==> src/rtl/pair_pkg.sv <==
package pair_pkg;

  // Issue decision. The numeric value equals the number of candidates consumed.
  typedef enum logic [1:0] {
    ISS_NONE = 2'd0,
    ISS_SOLO = 2'd1,
    ISS_PAIR = 2'd2
  } iss_e;

  localparam int unsigned DEF_RW   = 5;
  localparam int unsigned DEF_NSRC = 2;
  localparam int unsigned DEF_DW   = 32;

endpackage

==> src/rtl/pair_hazard.sv <==
module pair_hazard #(
  parameter int unsigned RW   = 5,
  parameter int unsigned NSRC = 2
) (
  input  logic               lead_wr_i,
  input  logic [RW-1:0]      lead_dst_i,
  input  logic               trail_wr_i,
  input  logic [RW-1:0]      trail_dst_i,
  input  logic [NSRC*RW-1:0] trail_src_i,
  output logic               raw_o,
  output logic               waw_o
);

  logic [NSRC-1:0] src_hit;

  // one comparator per trail source operand
  for (genvar g = 0; g < NSRC; g++) begin : g_src
    assign src_hit[g] = (trail_src_i[g*RW +: RW] == lead_dst_i);
  end

  assign raw_o = lead_wr_i & (|src_hit);
  assign waw_o = lead_wr_i & trail_wr_i & (lead_dst_i == trail_dst_i);

  // a lead that writes nothing can create no hazard
  always_comb begin
    if (!lead_wr_i) begin
      AST_NO_HAZARD_WITHOUT_WRITE: assert (!raw_o && !waw_o);
    end
  end

endmodule

==> src/rtl/pair_arbiter.sv <==
module pair_arbiter
  import pair_pkg::*;
(
  input  logic lead_vld_i,
  input  logic lead_smp_i,
  input  logic trail_vld_i,
  input  logic trail_smp_i,
  input  logic raw_i,
  input  logic waw_i,
  input  logic stall_i,
  output iss_e dec_o
);

  logic pair_ok;

  // both simple, both present, no register conflict
  assign pair_ok = lead_vld_i & trail_vld_i & lead_smp_i & trail_smp_i
                 & ~raw_i & ~waw_i;

  always_comb begin
    if (stall_i || !lead_vld_i) begin
      dec_o = ISS_NONE;
    end else if (pair_ok) begin
      dec_o = ISS_PAIR;
    end else begin
      dec_o = ISS_SOLO;
    end
  end

  always_comb begin
    if (stall_i) begin
      AST_STALL_TAKES_NOTHING: assert (dec_o == ISS_NONE);
    end
    if (!lead_vld_i) begin
      AST_EMPTY_LEAD_NO_ISSUE: assert (dec_o == ISS_NONE);
    end
    if (dec_o == ISS_PAIR) begin
      AST_PAIR_ONLY_SIMPLE: assert (lead_smp_i && trail_smp_i);
      AST_PAIR_NO_HAZARD: assert (!raw_i && !waw_i);
    end
  end

endmodule

==> src/rtl/pair_issue_reg.sv <==
module pair_issue_reg
  import pair_pkg::*;
#(
  parameter int unsigned DW = 32
) (
  input  logic          clk,
  input  logic          rst_n,
  input  logic          stall_i,
  input  iss_e          dec_i,
  input  logic [DW-1:0] lead_dat_i,
  input  logic [DW-1:0] trail_dat_i,
  output logic          u_vld_o,
  output logic [DW-1:0] u_dat_o,
  output logic          v_vld_o,
  output logic [DW-1:0] v_dat_o,
  output logic [1:0]    cnt_o,
  output logic          adv_o
);

  logic load_u;
  logic load_v;

  assign load_u = (dec_i != ISS_NONE);
  assign load_v = (dec_i == ISS_PAIR);

  // both pipe stages share one enable: lockstep movement
  always_ff @(posedge clk) begin
    if (!rst_n) begin
      u_vld_o <= 1'b0;
      u_dat_o <= '0;
      v_vld_o <= 1'b0;
      v_dat_o <= '0;
      cnt_o   <= 2'd0;
      adv_o   <= 1'b0;
    end else begin
      if (!stall_i) begin
        u_vld_o <= load_u;
        u_dat_o <= load_u ? lead_dat_i : '0;
        v_vld_o <= load_v;
        v_dat_o <= load_v ? trail_dat_i : '0;
      end
      cnt_o <= stall_i ? 2'd0 : dec_i;
      adv_o <= ~stall_i & load_u;
    end
  end

  AST_STALL_HOLDS_PIPES: assert property (@(posedge clk) disable iff (!rst_n)
    stall_i |=> $stable(u_vld_o) && $stable(v_vld_o) && $stable(u_dat_o)
                && $stable(v_dat_o) && !adv_o);

  AST_SECONDARY_NEEDS_PRIMARY: assert property (@(posedge clk) disable iff (!rst_n)
    v_vld_o |-> u_vld_o);

  AST_COUNT_MATCHES_PIPES: assert property (@(posedge clk) disable iff (!rst_n)
    adv_o |-> (cnt_o == {1'b0, u_vld_o} + {1'b0, v_vld_o}));

  AST_ADVANCE_FOLLOWS_ISSUE: assert property (@(posedge clk) disable iff (!rst_n)
    (!stall_i && dec_i != ISS_NONE) |=> adv_o && u_vld_o);

  AST_RESET_CLEARS: assert property (@(posedge clk)
    !rst_n |=> !u_vld_o && !v_vld_o && !adv_o);

endmodule

==> src/rtl/dual_issue_pair.sv <==
module dual_issue_pair
  import pair_pkg::*;
#(
  parameter int unsigned RW   = DEF_RW,
  parameter int unsigned NSRC = DEF_NSRC,
  parameter int unsigned DW   = DEF_DW
) (
  input  logic               clk,
  input  logic               rst_n,
  input  logic               c0_vld_i,
  input  logic               c0_smp_i,
  input  logic               c0_wr_i,
  input  logic [RW-1:0]      c0_dst_i,
  input  logic [NSRC*RW-1:0] c0_src_i,
  input  logic [DW-1:0]      c0_dat_i,
  input  logic               c1_vld_i,
  input  logic               c1_smp_i,
  input  logic               c1_wr_i,
  input  logic [RW-1:0]      c1_dst_i,
  input  logic [NSRC*RW-1:0] c1_src_i,
  input  logic [DW-1:0]      c1_dat_i,
  input  logic               stall_i,
  output logic [1:0]         take_o,
  output logic               u_vld_o,
  output logic [DW-1:0]      u_dat_o,
  output logic               v_vld_o,
  output logic [DW-1:0]      v_dat_o,
  output logic [1:0]         cnt_o,
  output logic               adv_o
);

  logic raw;
  logic waw;
  iss_e dec;

  // the lead's sources never matter for pairing: only the trail reads after it
  logic [NSRC*RW-1:0] lead_src_unused;
  assign lead_src_unused = c0_src_i;

  pair_hazard #(
    .RW   (RW),
    .NSRC (NSRC)
  ) i_hazard (
    .lead_wr_i   (c0_wr_i),
    .lead_dst_i  (c0_dst_i),
    .trail_wr_i  (c1_wr_i),
    .trail_dst_i (c1_dst_i),
    .trail_src_i (c1_src_i),
    .raw_o       (raw),
    .waw_o       (waw)
  );

  pair_arbiter i_arbiter (
    .lead_vld_i  (c0_vld_i),
    .lead_smp_i  (c0_smp_i),
    .trail_vld_i (c1_vld_i),
    .trail_smp_i (c1_smp_i),
    .raw_i       (raw),
    .waw_i       (waw),
    .stall_i     (stall_i),
    .dec_o       (dec)
  );

  pair_issue_reg #(
    .DW (DW)
  ) i_issue (
    .clk         (clk),
    .rst_n       (rst_n),
    .stall_i     (stall_i),
    .dec_i       (dec),
    .lead_dat_i  (c0_dat_i),
    .trail_dat_i (c1_dat_i),
    .u_vld_o     (u_vld_o),
    .u_dat_o     (u_dat_o),
    .v_vld_o     (v_vld_o),
    .v_dat_o     (v_dat_o),
    .cnt_o       (cnt_o),
    .adv_o       (adv_o)
  );

  assign take_o = dec;

  AST_TAKE_NOT_THREE: assert property (@(posedge clk) disable iff (!rst_n)
    take_o != 2'd3);

  AST_COMPLEX_LEAD_ALONE: assert property (@(posedge clk) disable iff (!rst_n)
    (c0_vld_i && !c0_smp_i && !stall_i) |-> take_o == 2'd1);

endmodule

==> config.mk <==
export PLATFORM = sky130hd
export DESIGN_NAME = dual_issue_pair
export DESIGN_NICKNAME = d
export VERILOG_FILES = /design/src/rtl/pair_pkg.sv /design/src/rtl/pair_hazard.sv /design/src/rtl/pair_arbiter.sv /design/src/rtl/pair_issue_reg.sv /design/src/rtl/dual_issue_pair.sv
export SDC_FILE = /design/constraint.sdc
export NUM_CORES = 1
export LEC_CHECK = 0
export BUFFER_PORTS_ARGS = -buffer_cell sky130_fd_sc_hd__buf_4
export CAP_MARGIN = 20
export CORE_AREA = 5 5 103 85
export CTS_CLUSTER_DIAMETER = 60
export DETAILED_ROUTE_END_ITERATION = 8
export DIE_AREA = 0 0 108 90
export MAX_ROUTING_LAYER = met4
export PLACE_DENSITY_LB_ADDON = 0.15
export REMOVE_ABC_BUFFERS = 1
export SKIP_CTS_REPAIR_TIMING = 1
export SKIP_LAST_GASP = 1
export SLEW_MARGIN = 10
export SYNTH_ARGS = -nofsm -noshare
export SYNTH_HDL_FRONTEND = slang
export SYNTH_SLANG_ARGS = --single-unit
export TNS_END_PERCENT = 50
==> constraint.sdc <==
create_clock -name clk -period 1.35 [get_ports clk]
set_input_delay 0.2025 -clock clk [delete_from_list [all_inputs] [get_ports clk]]
set_output_delay 0.2025 -clock clk [all_outputs]
set_load 0.02 [all_outputs]
==> implementation parameters, run 1 <==
Parameter                              Value

Timing
  Share of the clock period used by the worst path ... 105%
  Worst-case hold slack ... 0.0725 ns
  Setup repair after global routing missed its margin ... true
  Final Hold Vio Count ... 0
  Layout Skew ... 0 ns
  Clock period minus final worst setup slack ... 1.42 ns
  Peak Freq ... 0.706 GHz
  Normalized max-slew margin ... 85.0%
  Final slew viol count ... 0
  Transition time at the pin with the least slew margin ... 0.223 ns
  Total setup violations reported at the end of the flow ... 1
  PnR worst setup slack ... -0.0664 ns

GRT
  Initial antenna violation count ... 0
  Wire length of the first global-routing pass ... 12.5 mm
  Global router's overall resource usage ... 16.1%
  Via count of the first global-routing pass ... 2,485
  Final global-route overflow total ... 0
  Pin count of the biggest net entering global routing ... 57

Synth
  Total standard cell area after synthesis ... 2810 um^2
  Mean instance size in the synthesized netlist ... 10.6 um^2
  Synthesis-stage register bit count ... 69
  Total of warnings raised by yosys ... 0
  Number of instances in the synthesized netlist ... 264
  Fraction of the yosys area taken by sequential cells ... 49.2%
  Distinct cell type count of the synthesized netlist ... 26

Floorplanning
  Number of top-level design ports ... 174
  Horizontal die dimension ... 108 um
  Row cnt ... 29
  Die footprint ... 9720 um^2
  Total core area ... 7690 um^2
  Overall die height ... 90 um
  Starting utilization of the core area ... 36.5%

Drt
  Drc violations ... 0
  WL per Instance ... 15.4 um
  Total Wirelength ... 8.21 mm
  Initial detailed-routing violation count ... 91
  Remaining number of nets flagged by the antenna check after routing ... 0
  Via Count ... 2,651
  Drt pass-1 iters ... 6
  Drt via density ... 4.98

Pwr
  VDD IR-drop max ... 0.000556 V
  Switching part of the total power ... 23.7%
  Proportion of power drawn by the clock network ... 40.0%
  Comb power frac ... 15.7%
  PwrDens ... 1040 nW/um^2
  Static leakage ... 1.99 nW
  Tot Pwr ... 4.76 mW
  Fraction of power consumed by sequential logic ... 44.3%
  Switching power ... 1.13 mW
  Pint ... 3.63 mW

Clocking
  Clk Tree Root Cell ... clkbuf_8
  Clock latency of the later-clocked register in the worst-skew pair ... 0.33 ns
  Clock tree sinks ... 69
  Number of buffers created by CTS ... 9
  Htree depth ... 3
  Clock edge transition at the registers on the reported setup and hold paths ... 0.08 ns
  Maximum clock insertion buffer count ... 2
  CTS tree ... yes

Placed design
  Final weighted congestion of routability-driven global placement ... 0.784
  Post-detail-place hpwl ... 5.76 mm
  Port buffer count ... 163

Cells and area
  Area taken by flip-flops and latches ... 1380 um^2
  Synth-to-layout area growth ... 63.0%
  Total area of multi-input combinational cells ... 1420 um^2
  Commonest non-fill, non-tap cells in the layout ... buf_4, dfxtp_1, nand3_1
  Fill cell instance count of the final layout ... 700
  Number of inserted diodes ... 0
  Number of nets in the layout ... 522
  Most common cell after layout, fill and taps aside ... buf_4
  Share of final-layout standard cells stronger than drive strength 1 ... 50.9%

Critical path
  Critical path origin ... c1_src_i[8]
  Combined buffer and inverter count along the critical path ... 2
  Source of the worst register-to-register timing path ... i_issue.u_dat_o[26]
  Startpoint type of the worst setup path ... input pin
  Critical path fanouts, max ... 2
  Most Frequent Cell on Critical Path ... buf_6
  Worst endpoint required time ... 1.15 ns
  Sequence of cells on the critical path ... buf_6 > xnor2_4 > nand4_4 > o22a_1 > a21oi_2 > buf_6
  Largest stage delay on the critical path ... 0.25 ns
  Crit path max-delay cell type ... o22a_1
  Kind of end point of the critical path ... primary output
  Crit-path leading delay family ... compound AO/OA/AOI/OAI gates
  WP data arrival ... 1.21 ns
  Worst Setup Path Type ... input pin to primary output

Hold path
  Hold crit path type ... input pin to flop
  Hold path startpoint ... c0_dat_i[10]

Run
  Max-Cap Viols ... 0

Status
  Failing checks ... negative setup slack
  Status ... complete, but fails checks
-- cell usage after synthesis --
master	n	area share [%]
nand3_1	34	6.1
dfxtp_1	69	49
buf_6	3	1.2
a21o_1	1	0.27
and2_1	2	0.45
o31ai_1	26	7.0
nor3_1	2	0.36
nand4_2	3	1.3
buf_4	4	1.1
nand2b_1	2	0.45
o22a_1	1	0.31
a21oi_1	1	0.18
o22ai_4	1	0.71
a21boi_0	1	0.27
o21a_1	1	0.27
o31ai_2	7	3.1
and4_1	1	0.31
nand2_1	3	0.40
clkbuf_1	14	1.9
buf_2	7	1.2
xnor2_1	15	4.7
nor2b_1	1	0.22
nand3b_1	31	8.3
buf_1	1	0.13
o21ai_4	1	0.58
a22o_1	32	10
-- routing by layer --
metal / GRT usage [%] / wire length, um / vias up
met5: - / 0 / -
met2: 27.5 / 4330 / 93
met4: 4.10 / 138 / 0
met1: 18.6 / 3150 / 1246
li1: - / - / 1302
met3: 4.66 / 596 / 10
-- sequential cells by signal (all words and copies together) (netlist names) --
name             count
i_issue.u_dat_o     32
i_issue.v_dat_o     32
i_issue.cnt_o        2
i_issue.adv_o        1
i_issue.u_vld_o      1
i_issue.v_vld_o      1
-- metrics by stage --
stage / setup WS [ns] / instance area, um^2 / utilization, % / std cells / setup TNS, ns
floorplan: -0.257 / 2650 / - / 235 / -2.96
global route: -0.145 / 4570 / 59.5 / 532 / -0.203
finish: -0.0664 / 4570 / 59.5 / 532 / -0.0664
CTS: -0.160 / 4380 / 56.9 / 530 / -0.280
detailed placement: -0.160 / 4140 / 53.9 / 514 / -4.47
global placement: -0.109 / 4140 / 53.9 / 514 / -2.36
-- layout make-up --
type                            instances  area share [%]
Clock inverter                          5            1.81
Clock buffer                           11            3.31
Multi-Input combinational cell        166            30.9
Tap cell                              108            2.95
Sequential cell                        69            30.2
Timing Repair Buffer                  173            30.8
-- kinds of logic (layout without fill, tap and decap cells) --
group / count (synthesis) / count (layout) / synth area share (%)
simple gates: 79 / 79 / 17.9
xor+xnor: 15 / 15 / 4.68
compound gates: 72 / 72 / 22.7
buf+inv: 29 / 189 / 5.53
flops: 69 / 69 / 49.2
-- power groups by stage --
stage / combinational [mW] / sequential [mW] / clock (mW)
floorplan: 0.182 / 2.22 / 0
global placement: 0.667 / 2.16 / 0
detailed placement: 0.674 / 2.16 / 0
CTS: 0.676 / 2.11 / 1.96
global route: 0.794 / 2.12 / 2.05
finish: 0.745 / 2.11 / 1.90
-- worst paths after layout --
| kind | end | slack, ns | depth (start not counted) |
|---|---|---|---|
| worst max-delay path | take_o[0] | -0.07 | 6 |
| worst max register to register | i_issue.u_dat_o[26] | 0.70 | 1 |
| worst min register to register | i_issue.u_vld_o | 0.46 | 1 |
| worst min-delay path | i_issue.u_dat_o[10] | 0.07 | 2 |
(Power assumes the default switching activity.)
==> inputs of run 2 (changes only) <==
Settings changed: CORE_AREA 5 5 103 85 to 2 2 100 82, DIE_AREA 0 0 108 90 to 0 0 102 84.
==> run 2 against run 1 <==
The flow still finishes with violations (negative setup slack). Clock skew is the same. Register-to-register slack gained 0.02 ns. Design area grew 2.6%. Flip-flop and latch count is the same. Count of clock-buffer cells in the layout shrank 2. Non-clock buffer count grew 8. Final cell count grew 1.5%. Clock power grew 2%. Worst hold slack lost 0.0036 ns. Global-route usage grew 2.0 points. First-iteration DRC count grew 5.5%. Die area shrank 12%. Critical endpoint unchanged. Largest cell class unchanged.
==> implementation parameters, run 2 (synthesized netlist as in run 1, its figures left out) <==
Parameter                              Value

Status
  Status ... complete, but fails checks
  Failing checks ... negative setup slack

Cells and area
  Registers with the most flip-flops ... i_issue.u_dat_o: 32 flops, i_issue.v_dat_o: 32 flops, i_issue.cnt_o: 2 flops
  Number of inserted diodes ... 0
  Number of nets in the layout ... 530
  Share of final-layout standard cells stronger than drive strength 1 ... 51.6%
  Area taken by flip-flops and latches ... 1380 um^2
  Total area of multi-input combinational cells ... 1480 um^2
  Most common cell after layout, fill and taps aside ... buf_4
  Fill cell instance count of the final layout ... 684
  Commonest non-fill, non-tap cells in the layout ... buf_4, dfxtp_1, nand3_1
  Synth-to-layout area growth ... 67.3%

GRT
  Pin count of the biggest net entering global routing ... 46
  Initial antenna violation count ... 0
  Via count of the first global-routing pass ... 2,494
  Final global-route overflow total ... 0
  Global router's overall resource usage ... 18.2%
  Wire length of the first global-routing pass ... 12.0 mm

Floorplanning
  Row cnt ... 29
  Starting utilization of the core area ... 36.5%
  Die footprint ... 8570 um^2
  Total core area ... 7690 um^2
  Horizontal die dimension ... 102 um
  Overall die height ... 84 um
  Number of top-level design ports ... 174

Placed design
  Setup Slack @ Placement ... -0.173 ns
  Final weighted congestion of routability-driven global placement ... 0.756
  Port buffer count ... 163
  Post-detail-place hpwl ... 5.62 mm

Timing
  Clock period minus final worst setup slack ... 1.38 ns
  Final Hold Vio Count ... 0
  Layout Skew ... 0 ns
  PnR worst setup slack ... -0.0292 ns
  Share of the clock period used by the worst path ... 102%
  Setup repair after global routing missed its margin ... true
  Final slew viol count ... 0
  Normalized max-slew margin ... 75.9%
  Peak Freq ... 0.725 GHz
  Total setup violations reported at the end of the flow ... 1
  Transition time at the pin with the least slew margin ... 0.362 ns

Drt
  Via Count ... 2,666
  Drc violations ... 0
  Drt pass-1 iters ... 5
  Initial detailed-routing violation count ... 96
  Drt via density ... 4.94
  Remaining number of nets flagged by the antenna check after routing ... 0
  WL per Instance ... 14.8 um
  Total Wirelength ... 8.00 mm

Critical path
  WP data arrival ... 1.18 ns
  Worst Setup Path Type ... input pin to primary output
  Critical path origin ... c0_dst_i[4]
  Source of the worst register-to-register timing path ... i_issue.u_dat_o[23]
  Critical path fanouts, max ... 3
  Worst endpoint required time ... 1.15 ns
  Startpoint type of the worst setup path ... input pin
  Kind of end point of the critical path ... primary output

Hold path
  Hold path startpoint ... c0_dat_i[0]
  Hold crit path type ... input pin to flop

Pwr
  Static leakage ... 2.05 nW
  Tot Pwr ... 4.84 mW
  PwrDens ... 1030 nW/um^2
  VDD IR-drop max ... 0.000544 V

Clocking
  CTS tree ... yes
  Clock latency of the later-clocked register in the worst-skew pair ... 0.34 ns
  Maximum clock insertion buffer count ... 2
  Clk Tree Root Cell ... clkbuf_8
  Htree depth ... 3
  Clock edge transition at the registers on the reported setup and hold paths ... 0.08 ns
  Number of buffers created by CTS ... 9
  Clock tree sinks ... 69

Run
  Max-Cap Viols ... 0
-- run 2: changes by cell type in the layout (fill, tap and decap cells not counted), sizes merged --
cell	previous run	this run
clkinvlp	3	0
clkinv	0	2
inv	0	3
clkbuf	11	9
buf	173	181
-- run 2: critical path: stages --
cell,delay [ns]
buf_6,0.12
xnor2_4,0.17
nand4_4,0.12
o22a_1,0.23
a21oi_1,0.16
buf_4,0.16
-- run 2: worst paths after layout --
kind / depth (start not counted) / slack, ns / endpoint
max: 6 / -0.03 / take_o[0]
min: 2 / 0.07 / i_issue.u_dat_o[0]
max reg2reg: 1 / 0.72 / i_issue.u_dat_o[23]
min reg2reg: 1 / 0.46 / i_issue.u_vld_o
-- run 2: layout make-up --
type                    instances  area share [%]
clock buffers                   9            2.64
clock inverters                 7            2.27
multi-input cells             166            31.5
flip-flops and latches         69            29.4
well taps                     108            2.88
repair buffers                181            31.3
-- run 2: stage by stage --
step	std cells	cell area (um^2)	utilization (%)	setup TNS, ns	hold WS (ns)
after floorplan	235	2650	-	-2.96	0.328
after global placement	520	4160	54.1	-3.05	0.412
after detailed placement	520	4160	54.1	-4.23	0.416
after CTS	536	4390	57.1	-0.268	0.0489
after global routing	540	4690	61.0	-0.0942	0.0478
final	540	4690	61.0	-0.0292	0.0688
-- run 2: routing by layer --
layer,routed length [um],GRT usage (%),vias up
li1,-,-,1313
met1,3530,23.5,1256
met2,3920,28.1,88
met3,434,4.19,9
met4,107,5.94,0
met5,0,-,-
-- run 2: report_power, final --
| part | leakage (nW) | switching, mW | internal (mW) |
|---|---|---|---|
| logic | 1.37 | 0.351 | 0.439 |
| registers | 0.560 | 0.0258 | 2.08 |
| clock network | 0.116 | 0.865 | 1.07 |
==> inputs of run 3 (changes only) <==
Settings changed: CORE_AREA 2 2 100 82 to 2 2 101 84, DIE_AREA 0 0 102 84 to 0 0 103 86, SYNTH_HIERARCHICAL set to 1.
==> run 3 against run 2 <==
The flow still finishes with violations (negative setup slack). Largest cell class unchanged. Highest routed layer unchanged. Count of clock-buffer cells in the layout up 2. Register-to-register slack worse by 0.10 ns. Fmax fell by 17%.
==> implementation parameters, run 3 <==
Parameter                              Value

Critical path
  Crit path max-delay cell type ... and4bb_1
  Worst Setup Path Type ... input pin to primary output
  WP data arrival ... 1.46 ns
  Startpoint type of the worst setup path ... input pin
  Critical path fanouts, max ... 3
  Worst endpoint required time ... 1.15 ns
  Sequence of cells on the critical path ... buf_4 > xnor2_2 > nand4_1 > o22ai_1 > and4bb_1 > a211oi_2 > buf_4 > buf_6
  Kind of end point of the critical path ... primary output
  Largest stage delay on the critical path ... 0.25 ns
  Most Frequent Cell on Critical Path ... buf_4

Status
  Status ... complete, but fails checks
  Failing checks ... negative setup slack

Timing
  Final Hold Vio Count ... 0
  Share of the clock period used by the worst path ... 123%
  PnR worst setup slack ... -0.311 ns
  Transition time at the pin with the least slew margin ... 0.665 ns
  Layout Skew ... 0 ns
  Setup repair after global routing missed its margin ... true
  Peak Freq ... 0.602 GHz
  Clock period minus final worst setup slack ... 1.66 ns
  Total setup violations reported at the end of the flow ... 69
  Normalized max-slew margin ... 55.7%
  Final slew viol count ... 0

GRT
  Global router's overall resource usage ... 18.3%
  Peak-usage layer in the global routing report ... met2
  Met2 layer usage reported by global route ... 31.1%
  Final global-route overflow total ... 0
  Initial antenna violation count ... 0
  Via count of the first global-routing pass ... 2,649
  Wire length of the first global-routing pass ... 12.3 mm
  Pin count of the biggest net entering global routing ... 84
  GR Util met3 ... 5.13%
  Met1 Use GR ... 20.8%

Cells and area
  Final cell area excluding filler cells ... 4680 um^2
  Synth-to-layout area growth ... 53.1%
  Registers with the most flip-flops ... i_issue/u_dat_o: 32 flops, i_issue/v_dat_o: 32 flops, i_issue/cnt_o: 2 flops
  Commonest non-fill, non-tap cells in the layout ... buf_4, dfxtp_1, nand2_1
  Number of inserted diodes ... 0
  Final Util ... 60.3%
  Share of final-layout standard cells stronger than drive strength 1 ... 41.2%
  Most common cell after layout, fill and taps aside ... buf_4
  Number of standard cells in the final layout excluding fillers ... 596
  Number of nets in the layout ... 586

Clocking
  Htree depth ... 3
  Clock edge transition at the registers on the reported setup and hold paths ... 0.07 ns
  Clock latency of the later-clocked register in the worst-skew pair ... 0.32 ns
  Maximum clock insertion buffer count ... 2
  Number of buffers created by CTS ... 9
  CTS tree ... yes
  Clk Tree Root Cell ... clkbuf_8
  Clock tree sinks ... 69

Synth
  Post-synth top area share ... 45.1%
  Mean instance size in the synthesized netlist ... 9.39 um^2
  Biggest area contributors in the synthesized netlist ... dfxtp_1, nand3b_1, a21boi_1
  Fraction of the yosys area taken by sequential cells ... 45.1%
  Fraction of registers with async set/reset ... 0%
  Synthesis-stage register bit count ... 69
  Total standard cell area after synthesis ... 3060 um^2
  Most common library cells after synthesis ... dfxtp_1, nand2_1, nand3b_1, a21boi_1, xnor2_1
  Total of warnings raised by yosys ... 6
  Number of instances in the synthesized netlist ... 326
  Cell type with the largest total area after synthesis ... dfxtp_1
  Number of flops mapped to enable cells by yosys ... 0
  Most repeated cell in the gate-level netlist after synthesis ... dfxtp_1
  Primary flip-flop cell chosen by synthesis mapping ... dfxtp_1
  Distinct cell type count of the synthesized netlist ... 24

Pwr
  PwrDens ... 879 nW/um^2
  Static leakage ... 1.98 nW
  Tot Pwr ... 4.12 mW
  VDD IR-drop max ... 0.000469 V

Floorplanning
  Horizontal die dimension ... 103 um
  Total core area ... 7760 um^2
  Starting utilization of the core area ... 39.4%
  Die footprint ... 8860 um^2
  Row cnt ... 29
  Number of top-level design ports ... 174
  Overall die height ... 86 um

Placed design
  Instance area at placement ... 4320 um^2
  Port buffer count ... 163
  DP Cell Count ... 576
  Post-detail-place hpwl ... 5.54 mm
  Final weighted congestion of routability-driven global placement ... 0.746

Run
  Max-Cap Viols ... 0

Drt
  Drt pass-1 iters ... 5
  Total Wirelength ... 8.24 mm
  Drt via density ... 4.80
  Via Count ... 2,861
  WL per Instance ... 13.8 um
  Initial detailed-routing violation count ... 97
  Remaining number of nets flagged by the antenna check after routing ... 0
  Drc violations ... 0

Hold path
  Hold crit path type ... input pin to flop
==> run 3: area by class of cell <==
type	count	area, um^2
clock inverters	5	27.5
flip-flops and latches	69	1380
clock buffers	11	131
fillers	712	3080
repair buffers	175	1450
inverters	1	3.75
multi-input cells	227	1560
well taps	108	135
==> run 3: logic make-up (layout without fill, tap and decap cells) <==
kind of cell / Yosys count / after routing / synth area share, %
compound gates: 67 / 67 / 16.6
buf+inv: 30 / 192 / 6.50
mux: 1 / 1 / 0.327
simple gates: 144 / 144 / 27.1
flops: 69 / 69 / 45.1
xor+xnor: 15 / 15 / 4.29
==> run 3: worst paths after layout <==
kind | from | endpoint | slack [ns] | cells after the start
worst max-delay path | c1_src_i[0] | take_o[0] | -0.31 | 8
worst min-delay path | c1_dat_i[29] | i_issue/v_dat_o[29] | 0.14 | 3
worst max register to register | i_issue/u_dat_o[23] | i_issue/u_dat_o[23] | 0.62 | 2
worst min register to register | i_issue/u_dat_o[28] | i_issue/u_dat_o[28] | 0.46 | 2
==> run 3: critical path, delay by kind of cell <==
kind	cells	cell delay [ns]
buffers and inverters	3	0.41
AND/OR/NAND/NOR	2	0.35
AO/OA/AOI/OAI	2	0.34
XOR/XNOR	1	0.16
==> run 3: where the power goes <==
part	switching (mW)	leakage [nW]	internal, mW
registers	0.0165	0.558	2.07
clock network	0.726	0.0829	0.654
logic	0.271	1.34	0.383
==> run 3: through the flow <==
step / TNS, ns / hold WS [ns] / setup slack (ns)
after floorplan: -71.01 / 0.331 / -1.24
after global placement: -36.19 / 0.451 / -0.573
after detailed placement: -40.86 / 0.455 / -0.673
after CTS: -16.84 / 0.121 / -0.381
after global routing: -22.78 / 0.121 / -0.415
final: -15.90 / 0.138 / -0.311
==> run 3: layer usage <==
metal,up-vias,share of wire [%]
met3,11,6.7
met1,1330,41
met2,103,51
met4,0,1.2
met5,-,0
li1,1417,-
